### config.mk
export PLATFORM = sky130hd
export DESIGN_NAME = traffic_gen
export DESIGN_NICKNAME = d
export VERILOG_FILES = /design/src/rtl/traffic_gen.sv
export SDC_FILE = /design/constraint.sdc
export NUM_CORES = 1
export LEC_CHECK = 0
export ABC_AREA = 0
export BUFFER_PORTS_ARGS = -buffer_cell sky130_fd_sc_hd__buf_2
export CAP_MARGIN = 10
export CORE_MARGIN = 2
export CORE_UTILIZATION = 35
export CTS_CLUSTER_DIAMETER = 50
export DETAILED_ROUTE_END_ITERATION = 12
export PLACE_DENSITY_LB_ADDON = 0.12
export REMOVE_ABC_BUFFERS = 1
export SLEW_MARGIN = 30
export SYNTH_ARGS = -nofsm -noshare
export SYNTH_HDL_FRONTEND = slang
export SYNTH_SLANG_ARGS = --single-unit
### constraint.sdc
create_clock -name clk -period 5.4 [get_ports clk]
set_clock_uncertainty 0.05 [all_clocks]
set_input_delay 0.27 -clock clk [delete_from_list [all_inputs] [get_ports clk]]
set_output_delay 0.27 -clock clk [all_outputs]
set_load 0.05 [all_outputs]
### src/rtl/traffic_gen.sv
module traffic_gen #(
  parameter int FLIT_W  = 32,
  parameter int COORD_W = 4,
  parameter int LEN_W   = 8,
  parameter int GAP_W   = 8,
  parameter int SEQ_W   = 16,
  parameter int CNT_W   = 32,
  parameter logic [15:0] SEED = 16'hACE1
) (
  input  logic               clk,
  input  logic               rst_n,
  input  logic               enable,
  input  logic [LEN_W-1:0]   pkt_len,
  input  logic [GAP_W-1:0]   gap_len,
  input  logic [COORD_W-1:0] src_x,
  input  logic [COORD_W-1:0] src_y,
  output logic               out_valid,
  input  logic               out_ready,
  output logic [FLIT_W-1:0]  out_data,
  output logic               out_eop,
  output logic [CNT_W-1:0]   pkt_count,
  output logic [CNT_W-1:0]   flit_count
);
  localparam int DST_W = 2 * COORD_W;

  typedef enum logic [1:0] {S_IDLE, S_SEND, S_GAP} st_t;

  function automatic logic [15:0] step(input logic [15:0] v);
    return {v[14:0], v[15] ^ v[13] ^ v[12] ^ v[10]};
  endfunction

  st_t              st;
  logic [15:0]      lfsr;
  logic [DST_W-1:0] dst;
  logic [LEN_W-1:0] len_q, idx;
  logic [GAP_W-1:0] gap_q, gap_cnt;
  logic [SEQ_W-1:0] seq;

  logic [15:0]      cand1, cand2, pick;
  logic [LEN_W-1:0] len_eff;
  logic             fire, last, go;

  assign cand1   = step(lfsr);
  assign cand2   = step(cand1);
  assign pick    = (cand1[DST_W-1:0] == {src_y, src_x}) ? cand2 : cand1;
  assign len_eff = (pkt_len == '0) ? LEN_W'(1) : pkt_len;

  assign out_valid = (st == S_SEND);
  assign fire      = out_valid && out_ready;
  assign last      = (idx == len_q - LEN_W'(1));
  assign out_eop   = out_valid && last;

  assign go = enable && ((st == S_IDLE) ||
                         (st == S_GAP  && gap_cnt == GAP_W'(1)) ||
                         (st == S_SEND && fire && last && gap_q == '0));

  always_comb begin
    out_data = '0;
    if (idx == '0) begin
      out_data[DST_W-1:0]         = dst;
      out_data[DST_W +: DST_W]    = {src_y, src_x};
    end else begin
      out_data[SEQ_W-1:0]         = seq;
      out_data[SEQ_W +: LEN_W]    = idx;
    end
  end

  always_ff @(posedge clk) begin
    if (!rst_n) begin
      st         <= S_IDLE;
      lfsr       <= SEED;
      dst        <= '0;
      len_q      <= LEN_W'(1);
      idx        <= '0;
      gap_q      <= '0;
      gap_cnt    <= '0;
      seq        <= '0;
      pkt_count  <= '0;
      flit_count <= '0;
    end else begin
      if (fire) begin
        flit_count <= flit_count + CNT_W'(1);
        if (idx != '0) seq <= seq + SEQ_W'(1);
        if (last) pkt_count <= pkt_count + CNT_W'(1);
      end
      if (go) begin
        st    <= S_SEND;
        lfsr  <= pick;
        dst   <= pick[DST_W-1:0];
        len_q <= len_eff;
        gap_q <= gap_len;
        idx   <= '0;
      end else begin
        case (st)
          S_SEND: if (fire) begin
            if (last) begin
              if (gap_q == '0) st <= S_IDLE;
              else begin
                st      <= S_GAP;
                gap_cnt <= gap_q;
              end
            end else idx <= idx + LEN_W'(1);
          end
          S_GAP: begin
            if (gap_cnt == GAP_W'(1)) st <= S_IDLE;
            else gap_cnt <= gap_cnt - GAP_W'(1);
          end
          default: ;
        endcase
      end
    end
  end

  assert_hold_R6: assert property (@(posedge clk) disable iff (!rst_n)
    (out_valid && !out_ready) |=> (out_valid && $stable(out_data) && $stable(out_eop)));

  assert_flit_cnt_R8: assert property (@(posedge clk) disable iff (!rst_n)
    fire |=> (flit_count == $past(flit_count) + CNT_W'(1)));

  assert_pkt_cnt_R8: assert property (@(posedge clk) disable iff (!rst_n)
    !(fire && out_eop) |=> $stable(pkt_count));

  assert_gap_idle_R5: assert property (@(posedge clk) disable iff (!rst_n)
    (fire && out_eop && gap_q != '0) |=> !out_valid);

  assert_no_start_R9: assert property (@(posedge clk) disable iff (!rst_n)
    (st == S_IDLE && !enable) |=> !out_valid);
endmodule

==> results of run 1 <==
[metrics by stage]
step | std cells | hold slack, ns | area (um^2) | setup slack [ns] | power, mW
after floorplan | 774 | 0.292 | 6930 | 2.31 | 1.30
after global placement | 1168 | 0.406 | 7910 | 2.07 | 1.40
after detailed placement | 1168 | 0.413 | 7910 | 1.97 | 1.40
after CTS | 1200 | 0.0206 | 8490 | 1.68 | 2.57
after global routing | 1200 | 0.0400 | 8500 | 1.49 | 2.64
final | 1200 | 0.0423 | 8500 | 1.74 | 2.54
[placed cells by master, fill, tap and decap left out, types with 7 or more instances in the layout]
cell                        netlist  final
sky130_fd_sc_hd__nand2_1         82     82
sky130_fd_sc_hd__a21oi_1         23     23
sky130_fd_sc_hd__and2_1          38     38
sky130_fd_sc_hd__or3_1           16     16
sky130_fd_sc_hd__nand3_1         38     37
sky130_fd_sc_hd__a31oi_1          8      8
sky130_fd_sc_hd__mux2_2          16     16
sky130_fd_sc_hd__nor4b_1          8      8
sky130_fd_sc_hd__conb_1           1      8
sky130_fd_sc_hd__nor2_1          17     17
sky130_fd_sc_hd__nand4_1         37     37
sky130_fd_sc_hd__buf_4            9      8
sky130_fd_sc_hd__a21boi_1         8      8
sky130_fd_sc_hd__nor3_1          13     13
sky130_fd_sc_hd__xnor2_1         43     43
sky130_fd_sc_hd__a21boi_0        11     11
sky130_fd_sc_hd__inv_1           14     14
sky130_fd_sc_hd__nand2b_1        26     26
sky130_fd_sc_hd__o31ai_1         12     12
sky130_fd_sc_hd__dfxtp_1        134    134
sky130_fd_sc_hd__and3_1          13     13
sky130_fd_sc_hd__o211a_1         10     10
sky130_fd_sc_hd__o21ai_0         48     48
sky130_fd_sc_hd__o41ai_1          9      9
sky130_fd_sc_hd__ha_1             8      8
sky130_fd_sc_hd__and4_1           7      7
sky130_fd_sc_hd__o311ai_0         8      8
sky130_fd_sc_hd__buf_2           13    116
sky130_fd_sc_hd__mux2i_1         23     23
sky130_fd_sc_hd__o211ai_1         8      8
sky130_fd_sc_hd__clkbuf_16        0     17
sky130_fd_sc_hd__xor2_1          25     25
sky130_fd_sc_hd__nor4_1          10     10
sky130_fd_sc_hd__nor2b_1          9      9
[how the worst min path moves through the flow]
stage	start	to	slack (ns)	depth (start not counted)
2_1_floorplan	rst_n	lfsr[0]$_SDFFE_PN1P_	0.29	1
3_3_place_gp	pkt_count[31]$_SDFFE_PN0P_	pkt_count[31]$_SDFFE_PN0P_	0.41	2
3_5_place_dp	pkt_count[31]$_SDFFE_PN0P_	pkt_count[31]$_SDFFE_PN0P_	0.41	2
4_1_cts	gap_len[7]	gap_q[7]$_SDFFE_PN0P_	0.02	3
5_1_grt	gap_len[7]	gap_q[7]$_SDFFE_PN0P_	0.04	3
6_report	gap_len[7]	gap_q[7]$_SDFFE_PN0P_	0.04	3
[registers in the layout (all words and copies together) (netlist names)]
register    flops
gap_q           8
dst             4
gap_cnt         8
flit_count     32
len_q           8
idx             8
pkt_count      32
lfsr           16
seq            16
st              2
[power breakdown]
group	leakage [nW]	switching [mW]	internal (mW)	total (mW)
Clock	0.282	0.451	0.702	1.15
Combinational	2.18	0.220	0.110	0.329
Sequential	1.09	0.0346	1.02	1.05
[worst reg2reg max path, cell delays in order (launching register included)]
cell	delay (ns)
sky130_fd_sc_hd__dfxtp_1	0.37
sky130_fd_sc_hd__inv_1	0.08
sky130_fd_sc_hd__ha_1	0.30
sky130_fd_sc_hd__xor2_1	0.18
sky130_fd_sc_hd__xnor2_1	0.16
sky130_fd_sc_hd__a32oi_1	0.10
sky130_fd_sc_hd__nor4_4	0.77
sky130_fd_sc_hd__o211ai_2	0.31
sky130_fd_sc_hd__buf_4	0.29
sky130_fd_sc_hd__nand2_1	0.46
sky130_fd_sc_hd__a31oi_1	0.17
[cells by family (layout without fill, tap and decap cells)]
family | Yosys count | after routing | synth area share, %
simple gates | 328 | 328 | 25.4
compound gates | 175 | 175 | 17.1
flops | 134 | 134 | 37.3
buf+inv | 75 | 170 | 4.83
xor+xnor | 68 | 68 | 8.28
mux | 39 | 39 | 5.70
fa+ha+maj | 8 | 8 | 1.39
other cells | 1 | 8 | 0.0521
[final cells by class]
| cell class | count | area, um^2 | area share [%] |
|---|---|---|---|
| Inverter | 14 | 52.6 | 0.619 |
| Multi-Input combinational cell | 626 | 4200 | 49.4 |
| Tap cell | 270 | 338 | 3.98 |
| Sequential cell | 134 | 2680 | 31.6 |
| Timing Repair Buffer | 124 | 641 | 7.54 |
| Clock inverter | 12 | 129 | 1.52 |
| Clock buffer | 20 | 457 | 5.38 |
[metal layers]
metal	wire [um]	share of wire [%]	track usage [%]
met5	0	0	0
met4	270	1.5	5.38
met3	821	4.6	3.21
met2	7620	43	24.7
met1	8970	51	23.4
==> results.txt, run 1 <==
The worst slew slack as a fraction of its limit came out at 41.2%. The flow ran to the end, and the final reports show no timing, DRC or antenna violations. The endpoint of the most critical register-to-register path is lfsr[15]$_SDFFE_PN1P_.

The cell count after synthesis came out at 828. The number of max-cap violations is 0. The count of port buffers added during placement came out at 117. The mapped netlist covers 7200 um^2. After floorplanning, the core was divided into 52 placement rows. On the critical path, the stage with the largest delay is an instance of sky130_fd_sc_hd__nor4_4. The dominant cell by count in the synthesized netlist is sky130_fd_sc_hd__dfxtp_1. The worst-path maximum fanout came out at 13. The initial antenna violation count came out at 0. The die width is 147 um. The count of TritonRoute iterations in the first routing pass came out at 5.

The logic depth of the worst path, buffers included is 9. Counting every sink on the clock net gives 134. The number of warnings printed during yosys synthesis came out at 0. The routed design has 17700 um of wire. The worst IR drop on VDD came out at 0.174 mV.

The floorplan core area is 20200 um^2. The total count of max-transition violations in the final report came out at 0. The latest clock arrival within the worst-skew pair came out at 0.42 ns. Setup violations remaining at the end of the flow were counted as 0.

The number of cells upsized or downsized after cts came out at 0. In this run the critical register-to-register path is launched from len_q[0]$_SDFFE_PN1P_. The pin count of the biggest net entering global routing came out at 65. The setup path with the least slack is of type reg -> out.

The post-CTS setup-driven buffer insertion count is 0. After synthesis, the share of flip-flops with an asynchronous set or reset is 0%. The critical path endpoint category is an output pin. The starting density of the core is 35.6%. For this run, design rule violations remaining after detail routing come to 0. The number of nets with antenna violations after detailed routing came out at 0.

The H-tree depth reported by CTS came out at 4. The critical path required time is 5.08 ns. After synthesis the netlist holds a flip-flop and latch count of 134. After clock tree synthesis, the clock-pin slew on the worst setup and hold paths is 0.06 ns. The number of global-route vias before repair came out at 5715. The fraction of post-synthesis cell area in the top cell type by area came out at 37.3%. The final critical path takes up 67.8% of the cycle.

Synthesis instantiated 67 different standard cells from the library. Setup repair after global routing left no endpoint under its margin. The maximum number of buffers from clock root to sink came out at 2. The number of vias after detailed routing is 6200.

The post-synthesis area per instance came out at 8.69 um^2. During I/O placement, the number of pins put on the boundary was 126. The achievable clock frequency is 0.273 GHz. The part of the Yosys area used for sequential elements came out at 37.3%. The launching instance or port of the critical path is len_q[0]$_SDFFE_PN1P_.

The via count normalized by instance count is 5.17. Sorting the synthesized cells by area gives the leading types as sky130_fd_sc_hd__dfxtp_1 (37%), sky130_fd_sc_hd__xnor2_1 (5.2%), sky130_fd_sc_hd__nand2_1 (4.3%). The stage delay of the slowest cell on the critical path is 0.76 ns. Counting the buffers created by CTS gives 17. The die area is 21700 um^2. The leakage power came out at 3.55 nW. The violation count after the first detailed-route iteration is 292. The total count of hold-check failures in the final report came out at 0. The minimum setup slack among reg-to-reg paths came out at 2.01 ns. The share of cells above drive strength 1 came out at 20.0%.

The tree is rooted in a sky130_fd_sc_hd__clkbuf_16. The signal on the critical path passes through inv_1 -> ha_1 -> xor2_1 -> xnor2_1 -> a32oi_1 -> nor4_4 -> o21a_1 -> and2_1 -> buf_2. The most used flip-flop cell after synthesis is sky130_fd_sc_hd__dfxtp_1. The placed wire-length estimate after detailed placement came out at 12300 um.

The cell class contributing the biggest share of worst-path delay is simple AND/OR/NAND/NOR gates. The post-synthesis to final-layout area growth came out at 18.1%. The total negative slack for setup checks is 0 ns. The worst-margin pin slew came out at 0.876 ns. Global routing finished with a remaining overflow of 0. The diode insertion count for antenna repair is 0. At the end of the flow, the number of nets in the layout was 953.

The number of flops mapped to enable cells by yosys came out at 0. The power per standard cell area came out at 298 nW/um^2. Global routing used 16.3% of the available tracks. The wire length of the first global-routing pass came out at 29100 um.

After detailed routing, the average wire length per cell comes to 14.7 um. The min-delay analysis places its worst path in the category in -> reg. STA puts the critical path data arrival time at 3.34 ns.

The launching element type of the critical path is a flip-flop. The biggest area consumer among synthesized cells is sky130_fd_sc_hd__dfxtp_1. The depth of the worst register-to-register path came out at 10. The die outline height came out at 147 um. At the end of the flow the core is filled with cells to 42.0%.

The quantity of hold-fixing buffers added after cts is 0. TritonCTS built the clock tree. After filler insertion, the fill cell instance count of the layout stands at 2054. Following the worst setup path forward leads to its endpoint at out_eop.

The routability-driven placement congestion ratio is 0.808. The commonest cells after synthesis are sky130_fd_sc_hd__dfxtp_1 (134), sky130_fd_sc_hd__nand2_1 (82), sky130_fd_sc_hd__o21ai_0 (48). The number of buffers and inverters on the critical path came out at 2. The time the final worst path needs with I/O delays and setup is 3.66 ns.
Power figures use the tool's default switching activity.
==> run 2, diff against run 1 <==
--- a/config.mk
+++ b/config.mk
@@ -5,7 +5,7 @@
 export SDC_FILE = /design/constraint.sdc
 export NUM_CORES = 1
 export LEC_CHECK = 0
-export ABC_AREA = 0
+export ABC_AREA = 1
 export BUFFER_PORTS_ARGS = -buffer_cell sky130_fd_sc_hd__buf_2
 export CAP_MARGIN = 10
 export CORE_MARGIN = 2
==> constraint.sdc (replaced) <==
create_clock -name clk -period 3.3 [get_ports clk]
set_clock_uncertainty 0.05 [all_clocks]
set_input_delay 0.165 -clock clk [delete_from_list [all_inputs] [get_ports clk]]
set_output_delay 0.165 -clock clk [all_outputs]
set_load 0.05 [all_outputs]
==> run 2 against run 1 <==
Clock power up 75%. Final area up 9.8%. Die area up 10%. Critical path type unchanged. Largest cell class unchanged. Count of clock-buffer cells in the layout up 1.
==> results.txt, run 2 <==
The count of TritonRoute iterations in the first routing pass came out at 5 (unchanged). The depth of the worst register-to-register path is 10 (unchanged). The worst setup slack after placement is 0.591 ns (-1.38 ns). The routed length on met3 came out at 892 um (+8.6%). The launching element type of the critical path is a flip-flop. The placement row count was 55 (+5.8%).

The number of synthesized register bits came out at 134 (unchanged). The largest registers in the layout are flit_count (32), pkt_count (32). The fraction of post-synthesis cell area in the top cell type by area came out at 33.7% (-3.6 points). The worst setup path is captured at an output pin. The worst IR drop on VDD is 0.308 mV (+77%).

Setup repair after global routing left no endpoint under its margin. The maximum number of buffers from clock root to sink came out at 2 (unchanged). The library cell used most frequently in the layout, excluding fill and tap cells, is sky130_fd_sc_hd__nand2_1.

The die area is 24000 um^2 (+10%). The total negative slack for setup checks is 0 ns (unchanged). The post-CTS setup-driven buffer insertion count came out at 0 (unchanged). The worst-path maximum fanout came out at 25 (+12). The starting density of the core is 35.4% (-0.15 points).

The global router's overall resource usage is 18.7% (+2.3 points). The DRC violation count after routing came out at 0 (unchanged). For this run, the leading register cell type out of synthesis is sky130_fd_sc_hd__dfxtp_1. The latest clock arrival within the worst-skew pair is 0.42 ns (about the same).

The sum of routed wire segments on met1 came out at 10900 um (+21%). The total count of max-transition violations in the final report is 0 (unchanged). The number of max-cap violations is 0 (unchanged). The placed wire-length estimate after detailed placement came out at 15600 um (+27%). The cell that appears most often on the critical path is sky130_fd_sc_hd__nand2_1.

The number of warnings printed during yosys synthesis came to 0 (unchanged). The library cells used most frequently in the layout, excluding fill and tap cells, are sky130_fd_sc_hd__nand2_1 (291), sky130_fd_sc_hd__inv_1 (138), sky130_fd_sc_hd__dfxtp_1 (134). TritonCTS built the clock tree. The violation count after the first detailed-route iteration is 484 (+66%). The setup-violating endpoint count in the final report came to 0 (unchanged). The time the final worst path needs with I/O delays and setup came out at 2.83 ns. The most common cell in the synthesized netlist is sky130_fd_sc_hd__nand2_1. The total met2 wirelength after detailed routing was 10100 um (+32%). The total wirelength of the detailed-routed design came to 22100 um (+25%). The CTS buffer count was 17 (unchanged). The number of vias after detailed routing came out at 7964 (+28%). The worst-margin pin slew was 0.830 ns (-0.0456 ns). The biggest area consumer among synthesized cells is sky130_fd_sc_hd__dfxtp_1. The die width is 155 um (+5.1%). The number of global-route vias before repair is 7359 (+29%).

The clock slew at the register clock pins of the worst setup and hold paths came out at 0.06 ns (about the same). The initial antenna violation count is 0 (unchanged). The count of port buffers added during placement is 117 (unchanged). The pin count of the biggest net entering global routing is 76 (+17%). The stage delay of the slowest cell on the critical path came out at 0.48 ns (-0.28 ns). The async set-reset flop share out of synthesis was 0% (unchanged). The largest individual stage delay along the critical path comes from the cell sky130_fd_sc_hd__inv_2. The cell count after synthesis is 1225 (+48%). The via count normalized by instance count came out at 4.93 (-4.6%).

The quantity of hold-fixing buffers added after cts is 0 (unchanged). The part of the Yosys area used for sequential elements is 33.7% (-3.6 points). The post-layout worst setup margin is 0.469 ns (-1.27 ns).

The power per standard cell area is 478 nW/um^2 (+60%). The number of nets in the finished design came out at 1354 (+42%). Timing would allow up to 0.353 GHz. The average routed wire per standard cell is 13.7 um (-7.0%). The type of the worst setup path is reg -> out. Ranked by total cell area, the synthesized netlist is headed by sky130_fd_sc_hd__dfxtp_1 (34%), sky130_fd_sc_hd__nand2_1 (14%), sky130_fd_sc_hd__nand3_1 (6.5%). The wire length of the first global-routing pass came to 36800 um (+26%). The detailed router used layers up to and including met4. The number of nets with antenna violations after detailed routing came out at 0 (unchanged).

The die outline height came to 155 um (+5.1%). The worst slew slack as a fraction of its limit came out at 44.7% (+3.5 points). The path type of the worst min-delay path is in -> reg. The share of cells above drive strength 1 came out at 14.6% (-5.4 points).

The post-synthesis area per instance is 6.50 um^2 (-25%). CTS placed an instance of sky130_fd_sc_hd__clkbuf_16 at the clock tree root. Compared with the post-synthesis result, the final layout area differs by 17.0%. The endpoint of the most critical register-to-register path is seq[14]$_SDFFE_PN0P_. In this run the worst setup path terminates at out_data[9]. The boundary pin count came out at 126 (unchanged). The floorplan core area came out at 22500 um^2 (+11%). The diode insertion count for antenna repair came out at 0 (unchanged).

The critical path required time is 3.08 ns (-2.00 ns). In this run the critical register-to-register path is launched from idx[0]$_SDFFE_PP0P_. The number of flops mapped to enable cells by yosys is 0 (unchanged). The number of cells upsized or downsized after cts is 0 (unchanged). The critical path goes through nor4_1 -> nand2_1 -> inv_2 -> nand2_1 -> o21ai_0 -> buf_2. The count of clock tree sinks was 134 (unchanged). The H-tree depth reported by CTS came out at 4 (unchanged). The minimum setup slack among reg-to-reg paths was 0.57 ns (-1.44 ns).

The launching instance or port of the critical path is idx[2]$_SDFFE_PP0P_. The run finished with clean final reports. The total count of hold-check failures in the final report came out at 0 (unchanged). The cell area after synthesis came out at 7970 um^2 (+11%). The distinct cell type count after synthesis came to 47 (-30%). By count the netlist is led by sky130_fd_sc_hd__nand2_1 (291), sky130_fd_sc_hd__inv_1 (138), sky130_fd_sc_hd__dfxtp_1 (134).

The critical path data arrival time came out at 2.62 ns (-0.72 ns). The final cycle utilization of the critical path is 85.8%. The routability-driven placement congestion ratio is 0.867 (+7.3%). The leakage power came out at 4.00 nW (+13%). The total congestion overflow after global routing came to 0 (unchanged).
[run 2: changes by cell type in the layout (fill, tap and decap cells not counted), sizes merged, moves of 16 or more]
cell    before  now
nand2       82  301
inv         14  144
nor2        18  140
nand3       38  108
a21oi       23   81
and2        39    1
nor3        14   45
nand2b      26    0
mux2i       23    0
a21boi      19    0
mux2        16    0
[run 2: how the worst min path moves through the flow]
| stage | start | to | slack (ns) | cells after the start |
|---|---|---|---|---|
| finish | gap_len[0] | gap_q[0]$_SDFFE_PN0P_ | 0.01 | 5 |
| CTS | gap_len[0] | gap_q[0]$_SDFFE_PN0P_ | 0.00005 | 5 |
| global route | gap_len[0] | gap_q[0]$_SDFFE_PN0P_ | 0.02 | 5 |
| floorplan | rst_n | lfsr[15]$_SDFFE_PN1P_ | 0.20 | 1 |
| global placement | dst[0]$_SDFFE_PN0P_ | dst[0]$_SDFFE_PN0P_ | 0.41 | 2 |
| detailed placement | dst[0]$_SDFFE_PN0P_ | dst[0]$_SDFFE_PN0P_ | 0.41 | 2 |
[run 2: power by group]
part	switching, mW	internal [mW]
logic	0.506	0.205
clock network	0.756	1.25
registers	0.0637	1.68
total	1.33	3.13
[run 2: layout make-up]
type / count / area [um^2]
well taps: 285 / 357
repair buffers: 126 / 653
fillers: 2402 / 13200
inverters: 143 / 538
clock buffers: 21 / 470
clock inverters: 11 / 146
flip-flops and latches: 134 / 2680
multi-input cells: 896 / 4480
[run 2: per-layer routing]
metal,vias to the layer above,global-route usage (%)
met5,-,0
met4,0,5.60
met3,21,3.26
met2,161,31.1
met1,3627,24.8
li1,4155,-
[run 2: kinds of logic after synthesis]
group	synth area share, %
simple gates	38.3
other cells	0.0471
flops	33.7
buf+inv	10.5
fa+ha+maj	1.26
xor+xnor	6.27
compound gates	10.0
[run 2: per-stage QoR]
step                util, %  power (mW)  instance area (um^2)  cells  hold WS [ns]
global route           41.4        4.68                  9330   1616        0.0160
global placement       38.7        2.49                  8710   1584         0.406
floorplan                 -        2.27                  7700   1173         0.199
detailed placement     38.7        2.49                  8710   1584         0.409
CTS                    41.4        4.52                  9320   1616     0.0000456
finish                 41.4        4.46                  9330   1616        0.0139
[run 2: worst max-delay path: cells and delay by family (launching register included)]
family	cells	cell delay [ns]
flops	1	0.39
compound gates	1	0.10
buf+inv	2	0.77
simple gates	3	0.92
